**src/rtl/lsm_pkg.sv**
```systemverilog
package lsm_pkg;

    localparam int unsigned LIST_W     = 16;
    localparam int unsigned IDX_W      = $clog2(LIST_W);
    localparam int unsigned PIDX_W     = IDX_W + 1;
    localparam int unsigned CNT_W      = $clog2(LIST_W + 1);
    localparam int unsigned WORD_BYTES = 4;
    localparam int unsigned IMM_W      = $clog2(LIST_W * WORD_BYTES) + 1;
    localparam int unsigned OP_W       = 3;

    localparam logic [PIDX_W-1:0] TMP_IDX = '1;
    localparam logic [IDX_W-1:0]  PC_IDX  = IDX_W'(LIST_W - 1);

    typedef enum logic [OP_W-1:0] {
        OP_ADDI     = 3'd0,
        OP_SUBI     = 3'd1,
        OP_LOAD     = 3'd2,
        OP_LOAD_RET = 3'd3,
        OP_STORE    = 3'd4
    } uop_op_e;

    typedef enum logic [1:0] {
        ST_IDLE,
        ST_COPY,
        ST_XFER,
        ST_WB
    } seq_state_e;

    typedef struct packed {
        logic [IDX_W-1:0] base;
        logic             is_load;
        logic             up;
        logic             wb;
        logic             usr;
        logic             pc_listed;
    } xfer_cmd_t;

    typedef struct packed {
        uop_op_e           op;
        logic [PIDX_W-1:0] rd;
        logic [PIDX_W-1:0] rb;
        logic [IMM_W-1:0]  imm;
        logic              up;
        logic              last;
    } uop_t;

    function automatic logic [CNT_W-1:0] count_ones(input logic [LIST_W-1:0] v);
        logic [CNT_W-1:0] c;
        c = '0;
        for (int i = 0; i < int'(LIST_W); i++) begin
            c = c + CNT_W'(v[i]);
        end
        return c;
    endfunction

    function automatic logic [IMM_W-1:0] span_bytes(input logic [CNT_W-1:0] cnt);
        return IMM_W'(cnt) * IMM_W'(WORD_BYTES);
    endfunction

    function automatic logic [IMM_W-1:0] start_offset(input logic [CNT_W-1:0] cnt,
                                                      input logic up,
                                                      input logic pre);
        logic [IMM_W-1:0] step;
        step = IMM_W'(WORD_BYTES);
        if (up) begin
            return pre ? step : '0;
        end
        return pre ? span_bytes(cnt) : span_bytes(cnt) - step;
    endfunction

endpackage

```
**src/rtl/lsm_lowbit.sv**
```systemverilog
module lsm_lowbit #(
    parameter int unsigned W   = 16,
    parameter int unsigned IW  = $clog2(W)
) (
    input  logic [W-1:0]  vec,
    output logic [IW-1:0] idx
);
    always_comb begin
        idx = '0;
        for (int i = int'(W) - 1; i >= 0; i--) begin
            if (vec[i]) begin
                idx = IW'(i);
            end
        end
    end
endmodule

```
**src/rtl/lsm_uop_form.sv**
```systemverilog
module lsm_uop_form
    import lsm_pkg::*;
(
    input  seq_state_e       state,
    input  xfer_cmd_t        cmd,
    input  logic [IDX_W-1:0] cur_idx,
    input  logic [IMM_W-1:0] offset,
    input  logic [CNT_W-1:0] cnt,
    input  logic             list_empty,
    input  logic             final_xfer,
    output uop_t             uop
);
    logic is_ret;
    logic remap;

    assign is_ret = cmd.usr && cmd.is_load && (cur_idx == PC_IDX);
    assign remap  = cmd.usr && !cmd.pc_listed;

    always_comb begin
        uop = '0;
        unique case (state)
            ST_COPY: begin
                uop.op   = OP_ADDI;
                uop.rd   = TMP_IDX;
                uop.rb   = {1'b0, cmd.base};
                uop.imm  = '0;
                uop.up   = 1'b1;
                uop.last = list_empty && !cmd.wb;
            end
            ST_XFER: begin
                if (cmd.is_load) begin
                    uop.op = is_ret ? OP_LOAD_RET : OP_LOAD;
                end else begin
                    uop.op = OP_STORE;
                end
                uop.rd   = {remap, cur_idx};
                uop.rb   = TMP_IDX;
                uop.imm  = offset;
                uop.up   = cmd.up;
                uop.last = final_xfer && !cmd.wb;
            end
            ST_WB: begin
                uop.op   = cmd.up ? OP_ADDI : OP_SUBI;
                uop.rd   = {1'b0, cmd.base};
                uop.rb   = {1'b0, cmd.base};
                uop.imm  = span_bytes(cnt);
                uop.up   = cmd.up;
                uop.last = 1'b1;
            end
            default: uop = '0;
        endcase
    end
endmodule

```
**src/rtl/lsm_uop_seq.sv**
```systemverilog
module lsm_uop_seq
    import lsm_pkg::*;
(
    input  logic                clk,
    input  logic                rst,
    input  logic                in_valid,
    output logic                in_ready,
    input  logic [LIST_W-1:0]   in_mask,
    input  logic [IDX_W-1:0]    in_base,
    input  logic                in_load,
    input  logic                in_up,
    input  logic                in_pre,
    input  logic                in_wb,
    input  logic                in_user,
    output logic                out_valid,
    input  logic                out_ready,
    output logic [OP_W-1:0]     out_op,
    output logic [PIDX_W-1:0]   out_rd,
    output logic [PIDX_W-1:0]   out_rb,
    output logic [IMM_W-1:0]    out_imm,
    output logic                out_up,
    output logic                out_last
);
    seq_state_e        state;
    xfer_cmd_t         cmd;
    logic [LIST_W-1:0] work;
    logic [LIST_W-1:0] work_next;
    logic [IMM_W-1:0]  offset;
    logic [CNT_W-1:0]  cnt;
    logic [IDX_W-1:0]  cur_idx;
    logic              fire;
    uop_t              uop;

    lsm_lowbit #(.W(LIST_W), .IW(IDX_W)) u_scan (
        .vec (work),
        .idx (cur_idx)
    );

    assign work_next = work & ~(LIST_W'(1) << cur_idx);

    lsm_uop_form u_form (
        .state      (state),
        .cmd        (cmd),
        .cur_idx    (cur_idx),
        .offset     (offset),
        .cnt        (cnt),
        .list_empty (work == '0),
        .final_xfer (work_next == '0),
        .uop        (uop)
    );

    assign in_ready  = (state == ST_IDLE);
    assign out_valid = (state != ST_IDLE);
    assign fire      = out_valid && out_ready;

    assign out_op   = uop.op;
    assign out_rd   = uop.rd;
    assign out_rb   = uop.rb;
    assign out_imm  = uop.imm;
    assign out_up   = uop.up;
    assign out_last = uop.last;

    always_ff @(posedge clk) begin
        if (rst) begin
            state  <= ST_IDLE;
            cmd    <= '0;
            work   <= '0;
            offset <= '0;
            cnt    <= '0;
        end else begin
            unique case (state)
                ST_IDLE: begin
                    if (in_valid) begin
                        cmd.base      <= in_base;
                        cmd.is_load   <= in_load;
                        cmd.up        <= in_up;
                        cmd.wb        <= in_wb;
                        cmd.usr       <= in_user;
                        cmd.pc_listed <= in_mask[PC_IDX];
                        work          <= in_mask;
                        cnt           <= count_ones(in_mask);
                        offset        <= start_offset(count_ones(in_mask), in_up, in_pre);
                        state         <= ST_COPY;
                    end
                end
                ST_COPY: begin
                    if (fire) begin
                        if (work != '0) begin
                            state <= ST_XFER;
                        end else begin
                            state <= cmd.wb ? ST_WB : ST_IDLE;
                        end
                    end
                end
                ST_XFER: begin
                    if (fire) begin
                        work   <= work_next;
                        offset <= cmd.up ? offset + IMM_W'(WORD_BYTES)
                                         : offset - IMM_W'(WORD_BYTES);
                        if (work_next == '0) begin
                            state <= cmd.wb ? ST_WB : ST_IDLE;
                        end
                    end
                end
                ST_WB: begin
                    if (fire) begin
                        state <= ST_IDLE;
                    end
                end
                default: state <= ST_IDLE;
            endcase
        end
    end
endmodule

```
**config.mk**
```make
export PLATFORM = sky130hd
export DESIGN_NAME = lsm_uop_seq
export DESIGN_NICKNAME = d
export VERILOG_FILES = /design/src/rtl/lsm_pkg.sv /design/src/rtl/lsm_lowbit.sv /design/src/rtl/lsm_uop_form.sv /design/src/rtl/lsm_uop_seq.sv
export SDC_FILE = /design/constraint.sdc
export NUM_CORES = 1
export LEC_CHECK = 0
export ABC_AREA = 1
export CORE_UTILIZATION = 45
export DETAILED_ROUTE_END_ITERATION = 16
export PLACE_DENSITY_LB_ADDON = 0.3
export SLEW_MARGIN = 0
export SYNTH_ARGS = -nofsm -noshare
export SYNTH_HDL_FRONTEND = slang
export SYNTH_HIERARCHICAL = 1
export SYNTH_SLANG_ARGS = --single-unit
export TNS_END_PERCENT = 30
```
**constraint.sdc**
```tcl
create_clock -name clk -period 5.2 [get_ports clk]
set_clock_uncertainty 0.1 [all_clocks]
set_input_delay 0.78 -clock clk [delete_from_list [all_inputs] [get_ports clk]]
set_output_delay 0.78 -clock clk [all_outputs]
set_load 0.05 [all_outputs]
```
==> metrics.txt <==
remaining global-route overflow=0; via count=3,087; slowest stage cell on the critical path=fa_1; Met2 Routed Length=3620 microns; RSZ-0062 raised after global routing=false; async set-reset flop share out of synthesis=0%; top_reg_cell synth=dfxtp_1; status=finished with violations; # resized after CTS=0; hold wc startpoint=cmd[5]$_SDFFE_PP0P_; pre-CTS setup slack=0.116 ns; Starting DRT DRC Count=294; FF-to-FF setup slack=2.25 ns; worst setup margin=0.441 ns; fin crit share=91.5%; hold crit path type=reg -> reg; Total Power=1.45 mW; Period minus WS final=4.76 ns; endpoint class of the critical path=flip-flop; CTS HTree Levels=2; worst setup path category=in -> reg; leakage power total=1.78 nW; Core Area=0.00649 sq mm; slowest cell delay on critical path=0.58 ns; total setup buffers inserted after CTS=0; WHS Endpoint=cmd[5]$_SDFFE_PP0P_; final WL=7670 microns; Worst-path clk slew=0.08 ns; Root Buffer=clkbuf_8; largest net degree at the start of global routing=36; worst r2r src=work[13]$_SDFFE_PP0P_; Buffers on Ports=50; fraction of layout cells with a size suffix above 1=7.99%; Yosys cell types=43; drt drc=4; DIE HEIGHT=84.9 microns; full die area=0.00720 sq mm; final hold vios=0; # IOs=53; power per cell area=392 mW/mm^2; clock sink count=37; VDD IR max=243 uV; Post-DP HPWL=5990 microns; P&R area growth vs syn=19.4%; Wirelength per Cell=13.0 microns; CTS tree=done; EDFF count, synth=0; # setup viols final=0; TritonCTS buffer count=5; hold buffers post-CTS=0; DR top layer=met4; CP required=5.29 ns; Worst R2R Path Depth=24; M1 WL=3620 microns; ant diodes=0; Max FO, Critical Path=4; vias in the first global route=2,892; f_max=0.210 GHz; met3 WL=269 microns; Post-Syn Area=0.00309 sq mm; Vias/cell=5.23; nets=561; WP data arrival=4.85 ns; register area share after synthesis=24.0%; failing checks=design-rule violations; routability cong.=0.898; Slew @ Worst Pin=0.933 ns; Max Slew Vio Count=0; antenna violations before repair=0; Max Cap Viol=0; clk buf depth=2; drt first pass iters=10; worst path cell trace=clkdlybuf4s50_1, inv_1, fa_1, fa_1, fa_1, fa_1, inv_1, ha_1, inv_1, fa_1, ha_1, and3_1, nand2_1, xnor2_1, a21oi_1, nor2_1; Rows=29; total track usage=23.0%; worst skew pair latency=0.30 ns; Worst setup SP type=primary input; Post-DRT Antenna Nets=0; cell repeated most along the worst path=fa_1; setup tns final=0 ns; Max-slew headroom=37.7%; first-pass GRT wire length=13,200 microns; #FFs+latches synth=37; hold path depth=2; Syn. warnings=6; Starting Density=47.6%; Syn Area/Cell=6.56 sq um; Post-Synthesis Cells=471; worst reg2reg endpoint=state[0]$_SDFFE_PP0P_; Die W=84.9 microns
[cell usage in the layout (no fill, tap or decap), types with 9 or more instances in the layout]
cell type and instances:
dfxtp_1 37, nand2_1 114, fa_1 11, nor2_1 43
a21oi_1 18, clkdlybuf4s50_1 50, inv_1 71, o21ai_1 27
nand3_1 23, ha_1 9, o21ai_0 27, nand4_1 10
[cell families after synthesis]
| kind of cell | after synthesis | share of synthesized area [%] |
|---|---|---|
| AND/OR/NAND/NOR | 208 | 29.0 |
| flip-flops | 37 | 24.0 |
| AO/OA/AOI/OAI | 98 | 19.4 |
| XOR/XNOR | 5 | 1.42 |
| buffers and inverters | 102 | 15.2 |
| other | 1 | 0.121 |
| adder cells (fa/ha/maj) | 20 | 10.8 |
[layer usage]
layer	vias to the layer above	GRT usage, %
met2	71	37.5
met5	-	0
met3	14	3.21
met1	1414	30.8
li1	1588	-
met4	0	9.24
[worst max-delay path by stage]
stage                     slack, ns                  start                endpoint
after global placement         0.16             in_mask[5]  offset[6]$_SDFFE_PP0P_
after global routing           0.13  work[13]$_SDFFE_PP0P_                out_last
final                          0.44             in_mask[5]  offset[6]$_SDFFE_PP0P_
after CTS                      0.42             in_mask[5]  offset[6]$_SDFFE_PP0P_
after detailed placement       0.12             in_mask[0]  offset[6]$_SDFFE_PP0P_
after floorplan                0.82             in_mask[0]  offset[6]$_SDFFE_PP0P_
[metrics by stage]
stage	cell area, sq um	hold slack (ns)	util (%)	cells
detailed placement	3570	0.375	55.0	582
floorplan	3090	0.355	-	472
global placement	3570	0.364	55.0	582
finish	3690	0.391	56.8	590
CTS	3690	0.394	56.8	590
global route	3690	0.417	56.8	590
[worst max-delay path, delay by kind of cell]
kind,cells,cell delay [ns]
adder cells (fa/ha/maj),7,2.86
buffers and inverters,4,0.66
AND/OR/NAND/NOR,3,0.28
AO/OA/AOI/OAI,1,0.14
XOR/XNOR,1,0.13
[area by class of cell]
| class | instances | area (sq um) |
|---|---|---|
| Fill cell | 645 | 2810 |
| Multi-Input combinational cell | 333 | 1880 |
| Sequential cell | 37 | 741 |
| Timing Repair Buffer | 51 | 508 |
| Inverter | 84 | 343 |
| Tap cell | 77 | 96.3 |
| Clock buffer | 6 | 82.6 |
| Clock inverter | 2 | 37.5 |
[registers in the layout, indices dropped and copies added (netlist names)]
signal	flops
offset	5
cmd	9
cnt	5
state	2
work	16
[report_power, final]
group          internal, mW  switching, mW  total (mW)  leakage (nW)
Sequential            0.332         0.0595       0.391         0.307
Clock                 0.156          0.111       0.268        0.0574
Combinational         0.291          0.496       0.787          1.42
[cell usage after synthesis (6+ instances only)]
master,count,area (sq um)
clkbuf_1,6,22.5
o21ai_1,27,135
buf_6,7,78.8
ha_1,9,113
nand4_1,10,62.6
a31oi_2,8,100
o21bai_1,7,52.6
nor2_1,43,161
nand3_1,23,115
inv_2,7,26.3
inv_1,71,267
o21ai_0,27,135
dfxtp_1,37,741
a21oi_1,18,90.1
fa_1,11,220
nand2_1,114,428
No activity file was read; power rests on OpenSTA's default activity.
